[src/rtl/mfm_track_decoder.sv]
module mfm_track_decoder #(
  parameter int HDR_LONGS  = 5,
  parameter int DATA_BYTES = 512,
  parameter logic [15:0] SYNC = 16'h4489
) (
  input  logic       clk,
  input  logic       rst_n,
  input  logic       raw_vld,
  input  logic       raw_bit,
  output logic [7:0] byte_out,
  output logic       byte_vld,
  output logic       byte_dat,
  output logic [7:0] hdr_fmt,
  output logic [7:0] hdr_trk,
  output logic [7:0] hdr_sec,
  output logic [7:0] hdr_gap,
  output logic       sect_done,
  output logic       hdr_good,
  output logic       dat_good,
  output logic       sect_err,
  input  logic       enc_vld,
  input  logic       enc_bit,
  output logic [1:0] enc_pair,
  output logic       enc_pair_vld
);
  localparam int HB    = 4 * HDR_LONGS;
  localparam int TOTAL = HB + 8 + DATA_BYTES;
  localparam int IW    = $clog2(TOTAL);

  typedef enum logic [1:0] {HUNT, SYNC2, RECV} st_t;
  st_t st;

  logic [15:0] sh;
  logic [3:0]  pos;
  logic [6:0]  part;
  logic [IW-1:0] idx;
  logic [31:0] hacc, dacc, hck, dck;
  logic        enc_prev;

  wire [15:0] sh_nx = {sh[14:0], raw_bit};
  wire [7:0]  nb    = {part, raw_bit};
  wire [31:0] lanev = {nb, 24'h0} >> {idx[1:0], 3'b000};

  assign hdr_good = (hacc == hck);
  assign dat_good = (dacc == dck);

  always_ff @(posedge clk) begin
    if (!rst_n) begin
      st <= HUNT; sh <= '0; pos <= '0; part <= '0; idx <= '0;
      hacc <= '0; dacc <= '0; hck <= '0; dck <= '0;
      byte_out <= '0; byte_vld <= 1'b0; byte_dat <= 1'b0;
      hdr_fmt <= '0; hdr_trk <= '0; hdr_sec <= '0; hdr_gap <= '0;
      sect_done <= 1'b0; sect_err <= 1'b0;
    end else begin
      byte_vld  <= 1'b0;
      sect_done <= 1'b0;
      if (raw_vld) sh <= sh_nx;
      if (sect_done && !(hdr_good && dat_good)) sect_err <= 1'b1;
      case (st)
        HUNT: if (raw_vld && sh_nx == SYNC) begin
          st  <= SYNC2;
          pos <= '0;
        end
        SYNC2: if (raw_vld) begin
          pos <= pos + 4'd1;
          if (pos == 4'hF) begin
            if (sh_nx == SYNC) begin
              st <= RECV; idx <= '0; hacc <= '0; dacc <= '0; sect_err <= 1'b0;
            end else st <= HUNT;
          end
        end
        RECV: if (raw_vld) begin
          pos <= pos + 4'd1;
          if (pos[0]) part <= nb[6:0];
          if (pos == 4'hF) begin
            byte_out <= nb;
            byte_vld <= 1'b1;
            byte_dat <= (idx >= IW'(HB + 8));
            idx      <= idx + 1'b1;
            if (idx == IW'(0)) hdr_fmt <= nb;
            if (idx == IW'(1)) hdr_trk <= nb;
            if (idx == IW'(2)) hdr_sec <= nb;
            if (idx == IW'(3)) hdr_gap <= nb;
            if (idx < IW'(HB))            hacc <= hacc ^ lanev;
            else if (idx < IW'(HB + 4))   hck  <= {hck[23:0], nb};
            else if (idx < IW'(HB + 8))   dck  <= {dck[23:0], nb};
            else                          dacc <= dacc ^ lanev;
            if (idx == IW'(TOTAL - 1)) begin
              st        <= HUNT;
              sect_done <= 1'b1;
            end
          end
        end
        default: st <= HUNT;
      endcase
    end
  end

  always_ff @(posedge clk) begin
    if (!rst_n) begin
      enc_prev <= 1'b0; enc_pair <= '0; enc_pair_vld <= 1'b0;
    end else begin
      enc_pair_vld <= enc_vld;
      if (enc_vld) begin
        enc_pair <= {~enc_prev & ~enc_bit, enc_bit};
        enc_prev <= enc_bit;
      end
    end
  end

  p_byte_needs_bit_r3: assert property (@(posedge clk) disable iff (!rst_n)
    byte_vld |-> $past(raw_vld));
  p_idle_no_byte_r4: assert property (@(posedge clk) disable iff (!rst_n)
    !$past(raw_vld) |-> !byte_vld);
  p_hdr_hold_r5: assert property (@(posedge clk) disable iff (!rst_n)
    !byte_vld |-> $stable(hdr_sec) && $stable(hdr_trk));
  p_done_last_byte_r8: assert property (@(posedge clk) disable iff (!rst_n)
    sect_done |-> byte_vld && byte_dat);
  p_err_sticky_r9: assert property (@(posedge clk) disable iff (!rst_n)
    sect_err && st != SYNC2 |=> sect_err);
  p_enc_no_clock_after_one_r10: assert property (@(posedge clk) disable iff (!rst_n)
    enc_pair_vld && $past(enc_pair_vld) && $past(enc_pair[0]) |-> !enc_pair[1]);
endmodule

[config.mk]
export PLATFORM = sky130hd
export DESIGN_NAME = mfm_track_decoder
export DESIGN_NICKNAME = d
export VERILOG_FILES = /design/src/rtl/mfm_track_decoder.sv
export SDC_FILE = /design/constraint.sdc
export NUM_CORES = 1
export LEC_CHECK = 0
export BUFFER_PORTS_ARGS = -buffer_cell sky130_fd_sc_hd__buf_4
export CORE_ASPECT_RATIO = 1.5
export CORE_MARGIN = 2
export CORE_UTILIZATION = 40
export DETAILED_ROUTE_END_ITERATION = 8
export PLACE_DENSITY = 0.65
export SLEW_MARGIN = 20
export SYNTH_ARGS = -nofsm -noshare
export SYNTH_HDL_FRONTEND = slang
export SYNTH_SLANG_ARGS = --single-unit
[constraint.sdc]
create_clock -name clk -period 2.6 [get_ports clk]
set_clock_uncertainty 0.05 [all_clocks]
set_input_delay 0.39 -clock clk [delete_from_list [all_inputs] [get_ports clk]]
set_output_delay 0.39 -clock clk [all_outputs]
set_load 0.02 [all_outputs]
==> summary.md <==
| Metric | Value |
|---|---|
| CP Class | flop to output pin |
| Skew-Pair Late Insertion Delay | 490 ps |
| Area share of the largest cell type after synthesis | 45.7% |
| Hold-fix buffer count after cts | 0 |
| CTS tree | yes |
| CTS Buf Count | 20 |
| Number of synthesized flops with an enable pin | 0 |
| Worst EP required | 2160 ps |
| Mapped Nets | 1,077 |
| Fillers | 2,248 |
| Distinct cells, synth | 56 |
| Max-Cap Viols | 0 |
| Synth Area per Inst | 8.78 sq um |
| Max Fclk | 404 MHz |
| Final cell count without fillers | 1,391 |
| Register area share after synthesis | 45.7% |
| H-tree depth | 1 |
| DRC | 0 |
| Setup TNS | 0 ps |
| Port Buffer Count | 54 |
| Pwr Total | 6.38 mW |
| Top cells by area, synth | dfxtp_1, mux2i_1, a21oi_1, xor2_1, nor2_1 |
| Worst stage delay on the critical path | 340 ps |
| Initial core utilization | 40.6% |
| CP Cell Sequence | xor2_1, nor4_2, nand4_1, nor2_1, buf_4 |
| First-pass GRT wire length | 38,000 um |
| Leak Pwr | 4.67 nW |
| Remaining antenna violation count | 0 |
| Clk sinks | 213 |
| Worst VDD drop | 0.494 mV |
| RR Endpoint | hacc[9] |
| Post-Place Cell Area | 10,000 sq um |
| Hold Path Class | input port to flop |
| R2R depth | 7 |
| Routability cong. | 0.886 |
| Yosys warns | 0 |
| Core area | 23,000 sq um |
| Dpl hpwl | 16,100 um |
| Top Ports | 55 |
| Routed wire per std cell | 16.9 um |
| Hold path start | enc_bit |
| #FFs+latches synth | 213 |
| Clock Tree Root | clkbuf_16 |
| Clk slew on worst S/H paths | 70 ps |
| Final nets | 1,111 |
| Final worst path period share | 95.2% |
| Placed cell count | 1,354 |
| Vias | 7,591 |
| Final wirelength | 23,500 um |
| Antenna violations before repair | 0 |
| Critical path arrival | 2040 ps |
| Largest net degree at the start of global routing | 74 |
| Post-synth ARST share | 0% |
| Slew margin rel. | 60.6% |
| Post-Syn Area | 9330 sq um |
| R2R setup slack | 230 ps |
| First-pass detailed-route iteration total | 5 |
| RSZ-0062 raised after global routing | no |
| R2r startpoint | pos[0] |
| Vias in the first global route | 7,432 |
| Hold endpoint | enc_pair[0] |
| Area growth syn-to-layout | 15.0% |
| Critical path capture point type | output pin |
| Tmin final | 2480 ps |
| Synth cell count leaders | dfxtp_1, a21oi_1, nor2_1, nand2_1, mux2i_1 |
| Cell row count | 68 |
| CP Max Fanout | 3 |
| Yosys top cell by area | dfxtp_1 |
| Die ar. | 24,600 sq um |
| Hold Path Cell Cnt | 3 |
| Die height | 191 um |
| CP max-delay cell | dfxtp_1 |
| Status | finished clean |
| Worst hold margin | 96.3 ps |
| Final setup vio count | 0 |
| Diodes inserted | 0 |
| CP Launch Type | flop |
| Worst slew pin tran | 591 ps |
| CTS Buffer Depth | 3 |
| Final Max Tran Viols | 0 |
| GR Util All Layers | 19.1% |
| Final Hold Fails | 0 |
| Via density | 5.46 |
| Top_reg_cell synth | dfxtp_1 |
| Finished Cell Area | 10,700 sq um |
| Total gr overflow | 0 |
| DIE WIDTH | 129 um |
| Cells after Synth | 1,063 |
| Layout cell share with drive strength beyond 1 | 13.1% |
| Top-count cell post-synth | dfxtp_1 |
| Iter 0 DRT Violations | 347 |
| Pwr/cell area | 595 nW/um^2 |
## critical path: cells and delay by family (launching register included)
kind,cells,cell delay (ps)
AND/OR/NAND/NOR,3,840
XOR/XNOR,1,190
buffers and inverters,1,170
flip-flops,1,340
## layer usage
metal  vias up  GRT usage, %  part of all wire (%)
li1       3760             -                     -
met1      3640          21.4                    40
met2       143          36.5                    53
met3        48          2.10                   3.4
met4         0          6.98                   3.5
met5         -             0                     0
## area by class of cell
type	count	area, sq um	area share [%]
Clock buffer	26	564	5.26
Timing Repair Buffer	85	663	6.18
Tap cell	280	350	3.26
Multi-Input combinational cell	758	4710	43.9
Clock inverter	10	105	0.979
Inverter	19	73.8	0.688
Sequential cell	213	4260	39.7
## report_power, final
group / internal, mW / leakage [nW] / switching, mW / total (mW)
registers: 3.27 / 1.72 / 0.00364 / 3.27
logic: 0.0292 / 2.62 / 0.0836 / 0.113
clock network: 1.74 / 0.329 / 1.27 / 3.00
total: 5.03 / 4.67 / 1.35 / 6.38
## sequential cells by signal (all words and copies together) (netlist names), 4 cells and up
| signal | count |
|---|---|
| byte_out | 8 |
| dacc | 32 |
| dck | 32 |
| hacc | 32 |
| hck | 32 |
| hdr_fmt | 8 |
| hdr_gap | 8 |
| hdr_sec | 8 |
| hdr_trk | 8 |
| idx | 10 |
| part | 7 |
| pos | 4 |
| sh | 15 |
## placed cells by master (no fill, tap or decap), types with 3 or more instances in the layout
master and instances:
nand2_1 111, nor3_1 4, mux2i_1 82, xor2_1 64, nand3_1 15, nor4b_4 4, or4_1 4, dfxtp_1 213
or3_1 50, o21a_1 6, nor4_2 6, o2111ai_1 3, nor4_1 16, a21oi_1 121, xnor2_1 3, and4_1 4
inv_1 18, and3_1 8, nand4b_1 9, nand4_1 10, or3_2 4, ha_1 8, clkbuf_16 21, nor2_1 117
clkinv_2 6, nor2b_1 4, clkbuf_1 3, o31ai_1 4, o21ai_0 70, buf_4 83
## per-stage QoR
step	utilization, %	setup slack [ps]
4_1_cts	46.7	4.12
5_1_grt	46.7	3.70
2_1_floorplan	-	335
6_report	46.7	124
3_3_place_gp	43.6	336
3_5_place_dp	43.6	225
## how the worst max path moves through the flow
stage / end / start / cells after the start / slack, ps
after CTS: hdr_good / hacc[11] / 5 / 4
after floorplan: dacc[31] / st[0] / 9 / 330
after global routing: dacc[6] / pos[0] / 6 / 4
after global placement: dacc[26] / st[1] / 7 / 340
after detailed placement: dacc[7] / pos[0] / 6 / 220
final: hdr_good / hacc[7] / 5 / 120
## what timing repair did
item                       4_1_cts  5_1_grt
pin swaps                        2        0
setup endpoints to repair        2        1
buffers inserted                 1        0
gates resized for setup          4        2
## kinds of logic after synthesis
kind of cell,count (synthesis),share of synthesized area (%)
compound gates,223,13.3
buf+inv,92,4.22
xor+xnor,67,6.29
flops,213,45.7
fa+ha+maj,8,1.07
simple gates,378,20.6
mux,82,8.79
(Power assumes the default switching activity.)
